`src/rtl/blkrd_pkg.sv`:
```
package blkrd_pkg;
  localparam int GEO_W = 8;
  localparam logic [7:0] CMD_READ = 8'h01;
  localparam logic [GEO_W-1:0] MEDIA_SALT = 8'h5A;
  localparam int ST_BUSY_BIT = 0;
  localparam int ST_DONE_BIT = 1;
  localparam int ST_ERR_BIT  = 2;

  typedef enum logic [1:0] {
    REG_CMD  = 2'd0,
    REG_LBN  = 2'd1,
    REG_DEST = 2'd2,
    REG_STAT = 2'd3
  } reg_sel_e;

  typedef struct packed {
    logic [GEO_W-1:0] surf;
    logic [GEO_W-1:0] trk;
    logic [GEO_W-1:0] sec;
  } chs_t;

  typedef enum logic [1:0] {
    ST_IDLE,
    ST_FETCH,
    ST_LOAD,
    ST_SEND
  } dma_st_e;
endpackage

```
`src/rtl/blkrd_xlate.sv`:
```
module blkrd_xlate
  import blkrd_pkg::*;
#(
  parameter int LBN_W   = 32,
  parameter int SECTORS = 5,
  parameter int TRACKS  = 4
) (
  input  logic [LBN_W-1:0] lbn,
  output chs_t             chs
);
  logic [LBN_W-1:0] quo_s;
  logic [LBN_W-1:0] rem_s;
  logic [LBN_W-1:0] rem_t;
  logic [LBN_W-1:0] quo_t;

  always_comb begin
    rem_s    = lbn % LBN_W'(SECTORS);
    quo_s    = lbn / LBN_W'(SECTORS);
    rem_t    = quo_s % LBN_W'(TRACKS);
    quo_t    = quo_s / LBN_W'(TRACKS);
    chs.sec  = GEO_W'(rem_s);
    chs.trk  = GEO_W'(rem_t);
    chs.surf = GEO_W'(quo_t);
  end
endmodule

```
`src/rtl/blkrd_media.sv`:
```
module blkrd_media
  import blkrd_pkg::*;
#(
  parameter int WORDS  = 128,
  parameter int DATA_W = 32,
  localparam int WIDX_W = $clog2(WORDS)
) (
  input  logic              clk,
  input  logic              rd,
  input  chs_t              chs,
  input  logic [WIDX_W-1:0] widx,
  output logic [DATA_W-1:0] data_q
);
  logic [DATA_W-1:0] word_c;

  // Media content is a pure function of position, so no array is stored.
  always_comb begin
    word_c = DATA_W'({chs.surf ^ MEDIA_SALT, chs.trk, chs.sec, GEO_W'(widx)});
  end

  always_ff @(posedge clk) begin
    if (rd) data_q <= word_c;
  end
endmodule

```
`src/rtl/blkrd_regs.sv`:
```
module blkrd_regs
  import blkrd_pkg::*;
#(
  parameter int DATA_W       = 32,
  parameter int ADDR_W       = 32,
  parameter int TOTAL_BLOCKS = 40
) (
  input  logic              clk,
  input  logic              rst,
  input  logic              host_we,
  input  logic [1:0]        host_addr,
  input  logic [DATA_W-1:0] host_wdata,
  input  logic              busy,
  input  logic              done_set,
  output logic [DATA_W-1:0] host_rdata,
  output logic [DATA_W-1:0] lbn_q,
  output logic [ADDR_W-1:0] dest_q,
  output logic              start,
  output logic              err_q,
  output logic              done_q
);
  logic cmd_wr;
  logic stat_wr;
  logic code_ok;
  logic lbn_ok;
  logic reject;
  logic [DATA_W-1:0] stat_v;

  always_comb begin
    cmd_wr  = host_we && (host_addr == REG_CMD);
    stat_wr = host_we && (host_addr == REG_STAT);
    code_ok = (host_wdata[7:0] == CMD_READ);
    lbn_ok  = (lbn_q < DATA_W'(TOTAL_BLOCKS));
    start   = cmd_wr && code_ok && lbn_ok && !busy;
    reject  = cmd_wr && !start;
    stat_v  = '0;
    stat_v[ST_BUSY_BIT] = busy;
    stat_v[ST_DONE_BIT] = done_q;
    stat_v[ST_ERR_BIT]  = err_q;
  end

  always_ff @(posedge clk) begin
    if (rst) begin
      lbn_q      <= '0;
      dest_q     <= '0;
      err_q      <= 1'b0;
      done_q     <= 1'b0;
      host_rdata <= '0;
    end else begin
      if (host_we && host_addr == REG_LBN)  lbn_q  <= host_wdata;
      if (host_we && host_addr == REG_DEST) dest_q <= host_wdata[ADDR_W-1:0];
      if (done_set)
        done_q <= 1'b1;
      else if (stat_wr && host_wdata[ST_DONE_BIT])
        done_q <= 1'b0;
      if (reject)
        err_q <= 1'b1;
      else if (stat_wr && host_wdata[ST_ERR_BIT])
        err_q <= 1'b0;
      case (host_addr)
        REG_LBN:  host_rdata <= lbn_q;
        REG_DEST: host_rdata <= DATA_W'(dest_q);
        REG_STAT: host_rdata <= stat_v;
        default:  host_rdata <= '0;
      endcase
    end
  end
endmodule

```
`src/rtl/blkrd_dma.sv`:
```
module blkrd_dma
  import blkrd_pkg::*;
#(
  parameter int DATA_W = 32,
  parameter int ADDR_W = 32,
  parameter int WORDS  = 128,
  localparam int WIDX_W = $clog2(WORDS),
  localparam int STEP   = DATA_W / 8
) (
  input  logic              clk,
  input  logic              rst,
  input  logic              start,
  input  chs_t              chs_in,
  input  logic [ADDR_W-1:0] dest_in,
  output logic              busy,
  output logic              done_set,
  output logic              med_rd,
  output chs_t              med_chs,
  output logic [WIDX_W-1:0] med_widx,
  input  logic [DATA_W-1:0] med_data,
  output logic              dma_valid,
  output logic [ADDR_W-1:0] dma_addr,
  output logic [DATA_W-1:0] dma_data,
  input  logic              dma_ready
);
  dma_st_e st_q;
  logic    last;
  logic    beat;

  always_comb begin
    last     = (med_widx == WIDX_W'(WORDS - 1));
    beat     = (st_q == ST_SEND) && dma_ready;
    done_set = beat && last;
    med_rd   = (st_q == ST_FETCH);
  end

  always_ff @(posedge clk) begin
    if (rst) begin
      st_q      <= ST_IDLE;
      busy      <= 1'b0;
      med_chs   <= '0;
      med_widx  <= '0;
      dma_valid <= 1'b0;
      dma_addr  <= '0;
      dma_data  <= '0;
    end else begin
      case (st_q)
        ST_IDLE: begin
          if (start) begin
            med_chs  <= chs_in;
            dma_addr <= dest_in;
            med_widx <= '0;
            busy     <= 1'b1;
            st_q     <= ST_FETCH;
          end
        end
        ST_FETCH: st_q <= ST_LOAD;
        ST_LOAD: begin
          dma_data  <= med_data;
          dma_valid <= 1'b1;
          st_q      <= ST_SEND;
        end
        ST_SEND: begin
          if (beat) begin
            dma_valid <= 1'b0;
            if (last) begin
              busy <= 1'b0;
              st_q <= ST_IDLE;
            end else begin
              med_widx <= med_widx + 1'b1;
              dma_addr <= dma_addr + ADDR_W'(STEP);
              st_q     <= ST_FETCH;
            end
          end
        end
        default: st_q <= ST_IDLE;
      endcase
    end
  end
endmodule

```
`src/rtl/blkrd_dma_top.sv`:
```
module blkrd_dma_top
  import blkrd_pkg::*;
#(
  parameter int SURFACES     = 2,
  parameter int TRACKS       = 4,
  parameter int SECTORS      = 5,
  parameter int SECTOR_BYTES = 512,
  parameter int DATA_W       = 32,
  parameter int ADDR_W       = 32
) (
  input  logic              clk,
  input  logic              rst,
  input  logic              host_we,
  input  logic [1:0]        host_addr,
  input  logic [DATA_W-1:0] host_wdata,
  output logic [DATA_W-1:0] host_rdata,
  output logic              dma_valid,
  output logic [ADDR_W-1:0] dma_addr,
  output logic [DATA_W-1:0] dma_data,
  input  logic              dma_ready,
  output logic              irq
);
  localparam int WORDS        = SECTOR_BYTES / (DATA_W / 8);
  localparam int WIDX_W       = $clog2(WORDS);
  localparam int TOTAL_BLOCKS = SURFACES * TRACKS * SECTORS;

  logic [DATA_W-1:0] lbn_w;
  logic [ADDR_W-1:0] dest_w;
  logic              start_w;
  logic              busy_w;
  logic              done_set_w;
  logic              err_w;
  logic              done_w;
  chs_t              chs_w;
  chs_t              med_chs_w;
  logic              med_rd_w;
  logic [WIDX_W-1:0] med_widx_w;
  logic [DATA_W-1:0] med_data_w;

  assign irq = done_w;

  blkrd_regs #(
    .DATA_W(DATA_W), .ADDR_W(ADDR_W), .TOTAL_BLOCKS(TOTAL_BLOCKS)
  ) u_regs (
    .clk(clk), .rst(rst), .host_we(host_we), .host_addr(host_addr),
    .host_wdata(host_wdata), .busy(busy_w), .done_set(done_set_w),
    .host_rdata(host_rdata), .lbn_q(lbn_w), .dest_q(dest_w),
    .start(start_w), .err_q(err_w), .done_q(done_w)
  );

  blkrd_xlate #(
    .LBN_W(DATA_W), .SECTORS(SECTORS), .TRACKS(TRACKS)
  ) u_xlate (
    .lbn(lbn_w), .chs(chs_w)
  );

  blkrd_media #(
    .WORDS(WORDS), .DATA_W(DATA_W)
  ) u_media (
    .clk(clk), .rd(med_rd_w), .chs(med_chs_w), .widx(med_widx_w),
    .data_q(med_data_w)
  );

  blkrd_dma #(
    .DATA_W(DATA_W), .ADDR_W(ADDR_W), .WORDS(WORDS)
  ) u_dma (
    .clk(clk), .rst(rst), .start(start_w), .chs_in(chs_w), .dest_in(dest_w),
    .busy(busy_w), .done_set(done_set_w), .med_rd(med_rd_w),
    .med_chs(med_chs_w), .med_widx(med_widx_w), .med_data(med_data_w),
    .dma_valid(dma_valid), .dma_addr(dma_addr), .dma_data(dma_data),
    .dma_ready(dma_ready)
  );
endmodule

```
`config.mk`:
```
export PLATFORM = sky130hd
export DESIGN_NAME = blkrd_dma_top
export DESIGN_NICKNAME = d
export VERILOG_FILES = /design/src/rtl/blkrd_pkg.sv /design/src/rtl/blkrd_xlate.sv /design/src/rtl/blkrd_media.sv /design/src/rtl/blkrd_regs.sv /design/src/rtl/blkrd_dma.sv /design/src/rtl/blkrd_dma_top.sv
export SDC_FILE = /design/constraint.sdc
export NUM_CORES = 1
export LEC_CHECK = 0
export ABC_CLOCK_PERIOD_IN_PS = 10900
export BUFFER_PORTS_ARGS = -buffer_cell sky130_fd_sc_hd__buf_2
export CORE_MARGIN = 4
export CORE_UTILIZATION = 55
export DETAILED_ROUTE_END_ITERATION = 8
export HOLD_SLACK_MARGIN = 0.08
export PLACE_DENSITY = 0.83
export SLEW_MARGIN = 10
export SYNTH_ARGS = -nofsm -noshare
export SYNTH_HDL_FRONTEND = slang
export SYNTH_SLANG_ARGS = --single-unit
```
`constraint.sdc`:
```
create_clock -name clk -period 10.9 [get_ports clk]
set_input_delay 2.725 -clock clk [delete_from_list [all_inputs] [get_ports clk]]
set_output_delay 2.725 -clock clk [all_outputs]
set_load 0.01 [all_outputs]
```
; ---- After elaboration in Yosys (flattened, before gate mapping)
; Cells that the tools add are included.
[classes]
n_bitwise = 1
div_mod_pow = 2
addsub = 2
magnitude_cmp = 1
eq_ne = 12
mux = 23
n_reduce_logical = 25
[op_table]
columns = operator, n
row1 = 32-bit two-way mux, 3
row2 = 32-bit case mux with 3 select lines, 1
row3 = 32-bit case mux with 2 select lines, 1
row4 = "32-bit by 3-bit adder with 32-bit output, second input constant", 1
row5 = "32-bit by 3-bit divider with 32-bit output, second input constant", 1
row6 = "32-bit by 6-bit less-than comparator with 1-bit output, second input constant", 1
row7 = "32-bit by 3-bit remainder unit with 32-bit output, second input constant", 1
row8 = 7-bit two-way mux, 3
row9 = 7-bit case mux with 2 select lines, 1
row10 = 1-bit logical AND, 12
row11 = 1-bit two-way mux, 9
row12 = "2-bit == test, second input constant", 4
row13 = "8-bit by 1-bit == test with 1-bit output, second input constant", 1
row14 = 2-bit case mux with 4 select lines, 1
row15 = 4-bit AND reduction, 2
row16 = 2-bit nonzero test, 4
row17 = "7-bit by 1-bit adder with 7-bit output, second input constant", 1
row18 = "7-bit == test, second input constant", 1
row19 = 2-bit AND reduction, 3
row20 = "2-bit by 1-bit == test with 1-bit output, second input constant", 2
row21 = 2-bit zero test, 2
row22 = 2-bit two-way mux, 2
row23 = "2-bit by 1-bit != test with 1-bit output, second input constant", 2
row24 = "2-bit != test, second input constant", 2
row25 = 3 further kinds, 5
[totals]
regBits = 209
output_inout_bits = 98
word_cells = 81

; ---- Logic depth before layout (Yosys ltp)
[logic_depth]
word_depth = 8
ltp_mapped = 54
ltp_nobuf = 43

; ---- Hierarchy
; From an unflattened synthesis, not the netlist that was laid out.
[unflattened]
hier_cells = 1704
hier_area_um2 = 13596.8
[modules_own_cells]
columns = mod, cells_per_inst, area_each_um2, n_inst
row1 = blkrd_dma, 555, 4590.7, 1
row2 = blkrd_xlate, 686, 4504.3, 1
row3 = blkrd_regs, 426, 3544.6, 1
row4 = blkrd_media, 37, 957.2, 1

; ---- Worst setup path before layout
; No wires, ideal clock.
[synth_timing]
path_kind = reg2reg
start = register u_regs.lbn_q[27]
end = register u_dma.med_chs[3] (netlist bit)
path_slack_ns = 0.089
path_stages_with_launch = 49
arrival_ns = 10.678
synth_period_minus_slack_ns = 10.811
setup_time_ns = 0.133
required_ns = 10.767
cell_sequence = dfxtp_1 > buf_2 > nor4_2 > nand2_1 > a311o_1 > buf_4 > xnor2_2 > o21ai_1 > or4_4 > a21oi_2 > nor4_1 > a2111oi_2 > nand2_1 > a221o_1 > o211a_1 > buf_6 > and4_1 > or4_4 > (+13 left out) > clkbuf_1 > nor3_1 > o21a_1 > a2111oi_0 > a211oi_1 > a32oi_1 > inv_1 > ha_1 > a21oi_1 > o21ai_0 > a22oi_2 > xnor2_1 > ha_1 > nor2b_1 > o211ai_4 > and3_1 > nor3_1 > nor3_1
[synth_between]
elab_chain_len = 4
elab_cells_between_ends = 5
[synth_lines]
columns = element, line_no
row1 = "start, declared", blkrd_regs.sv:16  ; output logic [DATA_W-1:0] lbn_q,
row2 = "start signal, assigned", blkrd_regs.sv:50  ; if (host_we && host_addr == REG_LBN) lbn_q <= host_wdata;
row3 = branches (longest 4 deep; another with 32-bit by 3-bit remainder unit with 32-bit output), -
row4 = "end signal, assigned", blkrd_dma.sv:50  ; med_chs <= chs_in;
row5 = "end, declared", blkrd_dma.sv:18  ; output chs_t med_chs,
; Parallel ways; which one is timed is not known.
; A chain may end at the register's enable or synchronous reset.

; ---- Worst setup path after layout
[layout_timing]
start = register u_regs.lbn_q[28]
end = register u_dma.med_chs[0] (netlist bit)
; Same word-level chain as after synthesis.

==> impl_metrics.tcl <==
set metrics [dict create \
    vias_per_cell 6.39 \
    cpMaxStageDelayCell "or4_4" \
    yosys_warnings 0 \
    die_w_um 167 \
    wl_um 48000 \
    wl_per_cell_um 19.7 \
    hold_violations 0 \
    layout.nets 2134 \
    seq_area_frac_synth_pct 31.9 \
    crit_family "compound AO/OA/AOI/OAI gates" \
    start_util_pct 56.5 \
    drt_iter0_markers 1924 \
    rsz0062_at_grt "true" \
    vdd_ir_drop_max_v 0.000756 \
    worstPathArrival_ns 11.34 \
    fillers 1799 \
    post_dp_cell_area_um2 16100 \
    place.detailed.hpwl_um 32300 \
    ios 136 \
    slew_headroom_pct 21.5 \
    yosys-top-cells-area "dfxtp_1, nand2_1, edfxtp_1" \
    cts_tree "done" \
    slew_viol_final 0 \
    synth_cell_type_count 128 \
    ys.flop_type "dfxtp_1" \
    yosys_register_bits 209 \
    track_usage_pct 30.5 \
    postSynth.asyncResetShare_pct 0 \
    cts.sinks 209 \
    synthAdderAreaFrac_pct 1.35 \
    fp.coreArea_um2 24600 \
    grt_pass1_vias 14000 \
    drtPass1Iterations 7 \
    port_buffers 128 \
    status "finished with violations" \
    clock_skew_ns 0.0222 \
    end_kind "flop" \
    stdcell_area_um2 18400 \
    dp_cells 2322 \
    synth_top_family_by_area "compound AO/OA/AOI/OAI gates" \
    yosysTopAreaCell "dfxtp_1" \
    finalWorstPathRequiredPeriod_ns 10.96 \
    grt_max_degree 92 \
    dieArea_um2 27900 \
    setup_slack_ns -0.0588 \
    yosys.area_share.simple_pct 25.1 \
    synth_cells 1784 \
    num_vias 15500 \
    path_clk_slew_ns 0.06 \
    cap_violations 0 \
    min_path_type "reg -> reg" \
    antenna_found_initial 2 \
    synth_edf_count 25 \
    path_class "reg -> reg" \
    power_leakage_uw 0.00717 \
    drc 0 \
    drive_above_1_share_pct 32.2 \
    synth_compound_area_share_pct 28.8 \
    tightest_slew_ns 1.18 \
    max_stage_delay_ns 0.54 \
    grt_pass1_wl_um 71900 \
    cts_root_buf "clkbuf_16" \
    syn_area_um2 13900 \
    cp_max_fo 10 \
    final_cells 2429 \
    cp-start-kind "flop" \
    crit_path_frequent_cell "buf_4" \
    postRouteAntennaNets 0 \
    fp-row-count 57 \
    postSynthAreaPerCell_um2 7.79 \
    post-place-ws_ns -0.416 \
    worst-path-buf-inv 11 \
    cp_data_required_time_ns 11.28 \
    cts_buffers 24 \
    htreeDepth 1 \
    grt_overflow 0 \
    timing.final.crit_share_pct 101 \
    clock_path_buffers 3 \
    synthMuxAreaShare_pct 4.24 \
    yosys.area.top_type_share_pct 26.5 \
    synth_xor_area_share_pct 2.14 \
    insertion_delay_ns 0.54 \
    syn_to_final_growth_pct 32.7 \
    setup_viol 3 \
    gp_congestion 0.963 \
    power-per-cell-area_nw_per_um2 452 \
    violations "negative setup slack" \
    die_h_um 167 \
    max_freq_mhz 91.3 \
]
power breakdown:
group / switching, uW / internal [uW] / leakage [uW]
Clock: 341 / 493 / 0.000397
Sequential: 33.1 / 816 / 0.00171
Combinational: 3310 / 3340 / 0.00507
worst reg2reg max path, delay by kind of cell, from the launching register on:
family          cells  cell delay [ns]
compound gates     23             5.91
xor+xnor            2             0.23
fa+ha+maj           1             0.19
buf+inv            11             1.70
flops               1             0.41
mux                 4             0.76
simple gates        8             1.60
state kept, by name (all words and copies together) (netlist names):
| name | flops |
|---|---|
| u_dma.dma_addr | 32 |
| u_regs.dest_q | 32 |
| u_regs.host_rdata | 32 |
| u_regs.lbn_q | 32 |
| u_dma.dma_data | 25 |
| u_media.data_q | 25 |
| u_dma.med_chs | 18 |
| u_dma.med_widx | 7 |
| u_dma.st_q | 2 |
| u_dma.busy | 1 |
| u_dma.dma_valid | 1 |
| u_regs.done_q | 1 |
| u_regs.err_q | 1 |
path summary, 6_finish.rpt:
kind | start | to | slack, ns | cells after the start
worst max-delay path | u_regs.lbn_q[28]$_SDFFE_PP0P_ | u_dma.med_chs[0]$_SDFFE_PP0P_ | -0.06 | 49
worst min-delay path | u_dma.med_chs[23]$_SDFFE_PP0P_ | u_media.data_q[31]$_DFFE_PN_ | 0.42 | 0
worst max register to register | u_regs.lbn_q[28]$_SDFFE_PP0P_ | u_dma.med_chs[0]$_SDFFE_PP0P_ | -0.06 | 49
worst min register to register | u_dma.med_chs[23]$_SDFFE_PP0P_ | u_media.data_q[31]$_DFFE_PN_ | 0.42 | 0
metal layers:
layer  track usage [%]  vias up  wire length (um)
met5                 0        -                 0
met4              10.5        0              1680
met3              6.14      144              4140
met2              49.9      771             22600
met1              40.3     7388             19500
li1                  -     7225                 -
cell usage in the layout, fill, tap and decap left out, types with 8 or more instances in the layout:
cell type,Yosys,routed
a211oi_1,27,19
nor2_1,195,189
clkbuf_16,0,24
xnor2_1,22,17
dfxtp_1,184,178
mux2i_1,48,48
nand2_1,244,231
buf_2,24,128
a22o_1,8,8
o31ai_1,21,15
o21ai_1,13,16
a21oi_2,2,9
inv_1,42,42
and4_1,10,10
o211ai_1,17,17
nor4_1,17,10
ha_1,11,9
a21o_1,12,12
a21oi_1,127,115
a211oi_2,2,9
buf_6,6,22
a22oi_1,59,59
nand3_1,58,55
nor2b_1,13,9
and3_1,22,17
nor3_1,54,46
a31oi_1,20,14
nand4_1,20,20
nand2_2,0,12
edfxtp_1,25,25
buf_4,11,275
o22ai_1,14,11
and2_1,17,14
o21ai_0,63,54
Yosys cell counts, drive strengths merged, types with 7 or more instances:
master,n
o21ai,78
nand4,20
and3,23
clkbuf,118
or3,7
o2111ai,7
a221oi,14
xnor2,24
a22o,8
o211ai,19
a311oi,9
o31ai,21
and2,18
edfxtp,25
nor2b,14
a2111oi,19
nor2,199
dfxtp,184
ha,11
nand2,244
and4,10
a21oi,129
a31oi,21
mux2i,48
nor3,57
o21a,9
nor4,20
o22ai,14
nand3,60
a21o,12
xor2,7
nor3b,7
mux2,9
a211oi,30
buf,42
a22oi,60
a41oi,7
inv,43
cells by family after synthesis:
kind of cell | Yosys count
simple gates | 720
other cells | 1
xor+xnor | 31
mux | 57
buf+inv | 207
flops | 209
compound gates | 543
fa+ha+maj | 16
cell type report:
class	instances	area [um^2]	share of cell area, %
antenna	2	5.00	0.0271
clock buffer	32	641	3.47
clock inverter	12	180	0.977
inverter	47	176	0.956
multi-input combinational	1375	9570	51.9
sequential	209	4450	24.1
tap	324	405	2.20
timing repair buffer	428	3010	16.3
what timing repair did:
action                                 4_1_cts  5_1_grt
pin swaps                                    9      104
buffers inserted                             9       50
resized for setup                           34      197
gates cloned                                 0        2
setup endpoints to repair                    9       10
endpoints found under the hold margin        0        0
hold buffers                                 0        0
metrics by stage:
step	hold slack [ns]	total power, uW	TNS [ns]	utilization (%)
after floorplan	0.400	4130	0	-
after global placement	0.404	6030	-0.974	65.4
after detailed placement	0.412	6110	-2.90	65.4
after CTS	0.426	7140	0	69.6
after global routing	0.432	8790	-3.92	75.0
final	0.424	8340	-0.0990	75.0
Power figures use the tool's default switching activity.
